--- src/rtl/fplt_pkg.sv ---
package fplt_pkg;

    // One slot of the result pipeline.
    typedef struct packed {
        logic vld;
        logic lt;
        logic unord;
    } fplt_res_t;

endpackage

--- src/rtl/fplt_classify.sv ---
module fplt_classify #(
    parameter int EXP_W = 11,
    parameter int MAN_W = 52
) (
    input  logic [EXP_W+MAN_W:0]   op_i,
    output logic                   sign_o,
    output logic [EXP_W+MAN_W-1:0] mag_o,
    output logic                   nan_o,
    output logic                   zero_o
);
    localparam int MAG_W = EXP_W + MAN_W;

    logic exp_full;
    logic frac_nz;

    always_comb begin
        sign_o   = op_i[MAG_W];
        mag_o    = op_i[MAG_W-1:0];
        exp_full = &op_i[MAG_W-1:MAN_W];
        frac_nz  = |op_i[MAN_W-1:0];
        nan_o    = exp_full & frac_nz;
        zero_o   = ~|op_i[MAG_W-1:0];
    end

endmodule

--- src/rtl/fplt_order.sv ---
module fplt_order #(
    parameter int MAG_W = 63
) (
    input  logic             sa_i,
    input  logic [MAG_W-1:0] ma_i,
    input  logic             na_i,
    input  logic             za_i,
    input  logic             sb_i,
    input  logic [MAG_W-1:0] mb_i,
    input  logic             nb_i,
    input  logic             zb_i,
    output logic             lt_o,
    output logic             unord_o
);
    logic a_mag_lo;
    logic b_mag_lo;

    always_comb begin
        a_mag_lo = ma_i < mb_i;
        b_mag_lo = mb_i < ma_i;
        unord_o  = na_i | nb_i;
        if (unord_o || (za_i && zb_i)) begin
            lt_o = 1'b0;
        end else if (sa_i != sb_i) begin
            lt_o = sa_i;
        end else if (!sa_i) begin
            lt_o = a_mag_lo;
        end else begin
            lt_o = b_mag_lo;
        end
    end

endmodule

--- src/rtl/fplt_pipe.sv ---
module fplt_pipe
    import fplt_pkg::*;
#(
    parameter int LATENCY = 2
) (
    input  logic      clk,
    input  logic      rst,
    input  fplt_res_t res_i,
    output fplt_res_t res_o
);
    fplt_res_t [LATENCY-1:0] st_d;
    fplt_res_t [LATENCY-1:0] st_q;

    always_comb begin
        st_d[0] = res_i;
        for (int i = 1; i < LATENCY; i++) begin
            st_d[i] = st_q[i-1];
        end
        if (rst) begin
            st_d = '0;
        end
    end

    always_ff @(posedge clk) begin
        st_q <= st_d;
    end

    assign res_o = st_q[LATENCY-1];

    assert_stage_entry_R7: assert property (@(posedge clk) disable iff (rst)
        res_i.vld |=> st_q[0].vld);

    for (genvar g = 0; g < LATENCY - 1; g++) begin : g_shift_chk
        assert_stage_shift_R7: assert property (@(posedge clk) disable iff (rst)
            st_q[g].vld |=> st_q[g+1].vld);
    end

endmodule

--- src/rtl/fp_lt_pipe.sv ---
module fp_lt_pipe
    import fplt_pkg::*;
#(
    parameter int EXP_W   = 11,
    parameter int MAN_W   = 52,
    parameter int LATENCY = 2
) (
    input  logic                 clk,
    input  logic                 rst,
    input  logic [EXP_W+MAN_W:0] a_i,
    input  logic [EXP_W+MAN_W:0] b_i,
    input  logic                 nd_i,
    output logic                 rfd_o,
    output logic [0:0]           lt_o,
    output logic                 rdy_o,
    output logic                 unord_o
);
    localparam int MAG_W = EXP_W + MAN_W;

    typedef struct packed {
        logic rfd;
    } ctl_t;

    ctl_t ctl_d;
    ctl_t ctl_q;

    logic             sa, sb, na, nb, za, zb;
    logic [MAG_W-1:0] ma, mb;
    logic             lt_c, unord_c;
    logic             accept;
    fplt_res_t        stage_in;
    fplt_res_t        stage_out;

    fplt_classify #(.EXP_W(EXP_W), .MAN_W(MAN_W)) u_cls_a (
        .op_i(a_i), .sign_o(sa), .mag_o(ma), .nan_o(na), .zero_o(za)
    );

    fplt_classify #(.EXP_W(EXP_W), .MAN_W(MAN_W)) u_cls_b (
        .op_i(b_i), .sign_o(sb), .mag_o(mb), .nan_o(nb), .zero_o(zb)
    );

    fplt_order #(.MAG_W(MAG_W)) u_order (
        .sa_i(sa), .ma_i(ma), .na_i(na), .za_i(za),
        .sb_i(sb), .mb_i(mb), .nb_i(nb), .zb_i(zb),
        .lt_o(lt_c), .unord_o(unord_c)
    );

    always_comb begin
        ctl_d.rfd          = !rst;
        accept             = nd_i & ctl_q.rfd;
        stage_in.vld       = accept;
        stage_in.lt        = accept & lt_c;
        stage_in.unord     = accept & unord_c;
    end

    always_ff @(posedge clk) begin
        ctl_q <= ctl_d;
    end

    fplt_pipe #(.LATENCY(LATENCY)) u_pipe (
        .clk(clk), .rst(rst), .res_i(stage_in), .res_o(stage_out)
    );

    assign rfd_o   = ctl_q.rfd;
    assign rdy_o   = stage_out.vld;
    assign lt_o[0] = stage_out.lt;
    assign unord_o = stage_out.unord;

    assert_rfd_drop_R9: assert property (@(posedge clk)
        rst |=> !rfd_o);

    assert_rfd_rise_R9: assert property (@(posedge clk) disable iff (rst)
        !rst |=> rfd_o);

    assert_flush_R10: assert property (@(posedge clk)
        rst |=> !rdy_o);

    assert_unord_blocks_lt_R5: assert property (@(posedge clk) disable iff (rst)
        unord_o |-> !lt_o[0]);

    assert_idle_quiet_R8: assert property (@(posedge clk) disable iff (rst)
        !rdy_o |-> (!lt_o[0] && !unord_o));

endmodule

--- config.mk ---
export PLATFORM = sky130hd
export DESIGN_NAME = fp_lt_pipe
export DESIGN_NICKNAME = d
export VERILOG_FILES = /design/src/rtl/fplt_pkg.sv /design/src/rtl/fplt_classify.sv /design/src/rtl/fplt_order.sv /design/src/rtl/fplt_pipe.sv /design/src/rtl/fp_lt_pipe.sv
export SDC_FILE = /design/constraint.sdc
export NUM_CORES = 1
export LEC_CHECK = 0
export BUFFER_PORTS_ARGS = -buffer_cell sky130_fd_sc_hd__buf_4
export CELL_PAD_IN_SITES_DETAIL_PLACEMENT = 1
export CELL_PAD_IN_SITES_GLOBAL_PLACEMENT = 1
export CORE_MARGIN = 5
export CORE_UTILIZATION = 35
export DETAILED_ROUTE_END_ITERATION = 8
export HOLD_SLACK_MARGIN = 0.06
export PLACE_DENSITY_LB_ADDON = 0.2
export SLEW_MARGIN = 20
export SYNTH_ARGS = -nofsm -noshare
export SYNTH_HDL_FRONTEND = slang
export SYNTH_HIERARCHICAL = 1
export SYNTH_SLANG_ARGS = --single-unit
--- constraint.sdc ---
create_clock -name clk -period 2.8 [get_ports clk]
set_input_delay 0.14 -clock clk [delete_from_list [all_inputs] [get_ports clk]]
set_output_delay 0.14 -clock clk [all_outputs]
set_load 0.02 [all_outputs]
==> results of run 1 <==
-- report_power, final --
part	leakage (nW)	switching (mW)	internal (mW)
clock network	0.0228	0.0425	0.0984
logic	1.72	0.196	0.226
registers	0.0571	0.00104	0.103
-- routing by layer --
metal	up-vias	wire [um]	share of wire [%]	global-route usage [%]
li1	1399	-	-	-
met5	-	0	0	0
met2	80	4244	49	27.78
met4	0	0	0	0.8435
met1	1214	3952	46	19.80
met3	0	472	5.4	2.934
-- cells in the mapped netlist (7+ instances only) --
master,number,area (um2)
nor4_1,31,193.9
inv_1,65,244.0
buf_4,131,983.4
o21ai_0,7,35.03
a21oi_1,25,125.1
dfxtp_1,7,140.1
ha_1,63,788.3
nand4_1,19,118.9
nand2_1,18,67.56
nand3_1,11,55.05
-- through the flow --
stage | hold slack [ns] | power [mW] | instance area, um2
3_5_place_dp | 0.3576 | 0.5308 | 3346
6_report | 0.1183 | 0.6660 | 3391
2_1_floorplan | 0.1965 | 0.4193 | 3181
4_1_cts | 0.1166 | 0.6795 | 3391
5_1_grt | 0.1203 | 0.7413 | 3391
3_3_place_gp | 0.3560 | 0.5225 | 3346
-- how the worst max path moves through the flow --
stage | cells past startpoint | startpoint | endpoint
3_5_place_dp | 12 | b_i[1] | u_pipe/st_q[1]
2_1_floorplan | 11 | b_i[61] | u_pipe/st_q[1]
4_1_cts | 12 | b_i[1] | u_pipe/st_q[1]
5_1_grt | 12 | b_i[1] | u_pipe/st_q[1]
6_report | 12 | b_i[1] | u_pipe/st_q[1]
3_3_place_gp | 12 | b_i[1] | u_pipe/st_q[1]
-- cells by family (layout without fill, tap and decap cells) --
group | count (synthesis) | in the layout
compound gates | 47 | 47
fa+ha+maj | 63 | 63
buf+inv | 196 | 204
flops | 7 | 7
mux | 1 | 1
simple gates | 117 | 117
-- critical path: cells and delay by family --
family	cells	cell delay, ns
buf+inv	1	0.12
simple gates	8	1.88
mux	1	0.13
compound gates	2	0.34
-- area by class of cell --
class                   count  area share [%]
clock buffers               4           1.328
well taps                 108           3.985
inverters                  65           7.196
repair buffers            135           29.89
flip-flops and latches      7           4.133
multi-input cells         228           53.47
-- state kept, by name, summed over array words and instances (netlist names) --
signal        count
u_pipe/res_o      3
rfd_o             1
u_pipe/st_q       3
==> metrics.csv, run 1 <==
metric;value;unit
status;complete, no violations;
Final ANT Viol Nets;0;
initial antenna violation count;0;
Critical R2R Launch;rfd_o;
Setup Fix Bufs, Post-CTS;0;
slowest cell on the critical path;nor4_2;
TritonCTS Buffers;3;
setup_tns;0;ns
Worst EP required;2.96;ns
NumNets Final;634;
vias per cell;4.923;
Simple-Gate Fraction of Synth Area;23.09;%
post-synthesis net count;625;
die width;105.3;um
die area;11090;um2
pwr/cell area;196.4;nW/um2
cell repeated most along the worst path;nor4_1;
FFs w/ async S/R, synth;0;%
Max-Cap Viols;0;
Max Fclk;0.4084;GHz
DRC violations left;0;
origin of the worst min-delay path;rst;
Inst Count DP;543;
CP peak stage delay;0.45;ns
top_reg_cell synth;dfxtp_1;
register bit total from synthesis;7;
Clock Sinks;7;
hold_buf cts;0;
row count;34;
Antenna Diode Count;0;
Worst Setup Start Kind;input port;
Area growth syn-to-layout;6.609;%
first-pass GRT wire length;14.29;mm
multiplexer share of the synthesized area;0.3147;%
hold depth;2;
final hold vios;0;
synthesized area per cell;7.379;um2
post-route insts no fill;547;
crit path cell chain;buf_4 -> nor4_1 -> nand4_1 -> nor4_2 -> nor4_1 -> or2_2 -> a21oi_1 -> o21a_2 -> nand2b_1 -> mux2i_1 -> and3_1 -> nor2b_1;
Yosys Warn Count;6;
largest net degree at the start of global routing;8;
Worst Path Arrival;2.61;ns
Crit. End Element;flop;
Worst-Skew Late Latency;0.22;ns
dpl hpwl;8.232;mm
FF-to-FF path depth;2;
Sequential Area;140.1;um2
register area share after synthesis;4.406;%
Tcrit/Tclk final;87.44;%
DP Worst Slack;0.06416;ns
Worst Tran Pin Value;0.5689;ns
Cell variety after synth;34;
XOR/XNOR Fraction of Synth Area;0;%
most common cell after layout, fill and taps aside;buf_4;
final setup violation count;0;
WL per Instance;15.85;um
Pre-Repair DR Iteration Count;4;
Final Wtd Congestion;0.8484;
Leakage;1.798;nW
CTS resizes;0;
RSZ-0062 raised after global routing;no;
gr usage total;15.38;%
Min-Delay Endpoint;rfd_o;
CP Class;input port to flop;
Post-synth EDFFs;0;
Buffers on Ports;134;
Tmin final;2.448;ns
Adder-Cell Fraction of Synth Area;24.78;%
number of DRC markers in iteration 0;36;
r2r endpoint;u_pipe/st_q[1];
CTS clock-pin slew for the worst setup and hold paths;0.04;ns
compound-cell area share of the yosys netlist;8.812;%
I/O Pins;135;
crit-path max FO;2;
Starting Density;36.12;%
main combinational cell family by area after synthesis;buffers and inverters;
Final Worst Setup Slack;0.3516;ns
Max Transition Viols Final;0;
VDD IR max;0.2228;mV
vias in the first global route;3027;
detailed-route via count;2693;
CTS tree;done;
synthesized area;3181;um2
cell count after synthesis;431;
Worst Clk Skew;0.0005648;ns
fraction of layout cells with a size suffix above 1;34.17;%
final core utilization;38.51;%
Bufs on Longest Clock Path;2;
most frequent cells in the layout;buf_4 (135), inv_1 (65), ha_1 (63);
total grt overflow;0;
WL final;8.669;mm
area taken by multi-input logic gates;1813;um2
Die Span Y;105.3;um
CTS root buf;clkbuf_8;
Core Area;8806;um2
H-tree levels;1;
Hold Path Class;input port to flop;
fill count;1125;
Worst R2R Setup Slack;2.11;ns
relative slew slack;61.09;%
(Power assumes the default switching activity.)
==> inputs of run 2 (changes only) <==
Settings changed: PLACE_DENSITY set to 0.9, PLACE_DENSITY_LB_ADDON 0.2 to not set.
==> run 2 against run 1 <==
- final area decreased by 0.22%
- sequential share of layout area about the same
- hold slack improved by 0.014 ns
- first-iteration DRC count shrank 11%
- highest routed layer is now met4
- critical path type unchanged
==> metrics.csv, run 2 (synthesized netlist as in run 1, its figures left out) <==
metric;value;unit;change
fin area;3383;um2;was 3391 um2
Clock Sinks;7;;unchanged
Area growth syn-to-layout;6.373;%;was 6.609%
hold_buf cts;0;;unchanged
gr usage total;16.54;%;was 15.38%
dpl hpwl;8.936;mm;was 8.232 mm
status;complete, no violations;;unchanged
clock share of power;20.4;%;was 21.1%
Sw Share;36.37;%;was 35.92%
CP peak stage delay;0.46;ns;was 0.45 ns
crit path launch;b_i[1];;unchanged
Final Power;671.4;uW;was 666.0 uW
vias in the first global route;3303;;was 3027
Critical R2R Launch;rfd_o;;unchanged
Worst EP required;2.96;ns;about the same
Starting Density;36.12;%;unchanged
NumNets Final;633;;was 634
row count;34;;unchanged
initial antenna violation count;0;;unchanged
WL per Instance;17.36;um;was 15.85 um
Bufs on Longest Clock Path;2;;unchanged
RSZ-0062 raised after global routing;no;;unchanged
die width;105.3;um;unchanged
Antenna Diode Count;0;;unchanged
pwr/cell area;198.4;nW/um2;was 196.4 nW/um2
Pre-Repair DR Iteration Count;4;;unchanged
H-tree levels;1;;unchanged
Final ANT Viol Nets;0;;unchanged
CTS root buf;clkbuf_8;;unchanged
Worst-Skew Late Latency;0.22;ns;about the same
CTS tree;done;;unchanged
Max Transition Viols Final;0;;unchanged
vias per cell;5.185;;was 4.923
Hold Path Class;input port to flop;;unchanged
hold depth;2;;unchanged
Buffers on Ports;134;;unchanged
first-pass GRT wire length;15.17;mm;was 14.29 mm
final setup violation count;0;;unchanged
VDD IR max;0.1830;mV;was 0.2228 mV
final hold vios;0;;unchanged
Final Wtd Congestion;0.8972;;was 0.8484
Core Area;8806;um2;unchanged
cell repeated most along the worst path;nor4_1;;unchanged
WL final;9.478;mm;was 8.669 mm
Setup Fix Bufs, Post-CTS;0;;unchanged
CP Class;input port to flop;;unchanged
Max Fclk;0.4121;GHz;was 0.4084 GHz
Worst R2R Setup Slack;2.10;ns;was 2.11 ns
CP endpoint;u_pipe/st_q[1];;unchanged
Tmin final;2.427;ns;was 2.448 ns
Worst Path Arrival;2.58;ns;was 2.61 ns
Max-Cap Viols;0;;unchanged
TritonCTS Buffers;3;;unchanged
setup_tns;0;ns;unchanged
Worst Setup Start Kind;input port;;unchanged
Tcrit/Tclk final;86.66;%;was 87.44%
Comb power frac;64.2;%;was 63.3%
slowest cell on the critical path;nor4_1;;was nor4_2
fraction of layout cells with a size suffix above 1;34.02;%;was 34.17%
DRC violations left;0;;unchanged
most common cell after layout, fill and taps aside;buf_4;;unchanged
I/O Pins;135;;unchanged
Leakage;1.793;nW;was 1.798 nW
die area;11090;um2;unchanged
r2r endpoint;u_pipe/st_q[0];;was u_pipe/st_q[1]
Worst Tran Pin Value;0.6997;ns;was 0.5689 ns
placed cell areas;3338;um2;was 3346 um2
CTS clock-pin slew for the worst setup and hold paths;0.04;ns;about the same
FF-to-FF path depth;2;;unchanged
P_int;427.2;uW;was 426.8 uW
Die Span Y;105.3;um;unchanged
largest net degree at the start of global routing;8;;unchanged
Seq pwr share;15.5;%;was 15.6%
crit path cell chain;buf_4 -> nor4_1 -> nand4_1 -> nor4_2 -> nor4_1 -> or2_2 -> a21oi_1 -> o21a_2 -> nand2b_1 -> mux2i_1 -> and3_1 -> nor2b_1;;unchanged
Worst Clk Skew;0.001275;ns;was 0.0005648 ns
detailed-route via count;2831;;was 2693
crit-path max FO;2;;unchanged
relative slew slack;52.15;%;was 61.09%
P_sw;244.2;uW;was 239.2 uW
most frequent cells in the layout;buf_4 (134), inv_1 (65), ha_1 (63);;was buf_4 (135), inv_1 (65), ha_1 (63)
number of DRC markers in iteration 0;32;;was 36
Crit. End Element;flop;;unchanged
CTS resizes;0;;unchanged
total grt overflow;0;;unchanged
run 2: worst min-delay path by stage:
stage,to,slack [ns],startpoint
floorplan,rfd_o,0.20,rst
global placement,rfd_o,0.35,rst
detailed placement,rfd_o,0.37,rst
CTS,rfd_o,0.13,rst
global route,u_pipe/st_q[2],0.14,rst
finish,rfd_o,0.13,rst
run 2: power groups by stage:
stage               logic (mW)  registers [mW]  clock network, mW
detailed placement       0.429           0.106                  0
CTS                      0.432           0.104              0.142
floorplan                0.313           0.106                  0
global placement         0.407           0.105                  0
global route             0.479           0.104              0.152
finish                   0.431           0.104              0.137
run 2: routing by layer:
metal	global-route usage, %	wire, um	vias to the layer above
met5	0	0	-
met4	3.468	177	0
met3	3.973	629	14
met2	32.60	4982	99
met1	17.61	3688	1322
li1	-	-	1396
run 2: cell type report:
type                       count  area (um2)
sequential                     7       140.1
inverter                      65       244.0
tap                          108       135.1
multi-input combinational    228        1813
timing repair buffer         134        1006
clock buffer                   4       45.04
fill                        1124        5423
run 2: metrics by stage:
step	hold WS [ns]	utilization, %	setup slack [ns]	instances
final	0.1325	38.42	0.3734	546
after global routing	0.1441	38.42	0.1777	546
after CTS	0.1305	38.42	0.3109	546
after detailed placement	0.3652	37.91	0.08604	542
after global placement	0.3520	37.91	0.2003	542
after floorplan	0.1965	-	0.5976	431
run 2: worst max-delay path: cells and delay by family:
kind / cells / cell delay [ns]
AO/OA/AOI/OAI: 2 / 0.31
buffers and inverters: 1 / 0.11
multiplexers: 1 / 0.15
AND/OR/NAND/NOR: 8 / 1.86
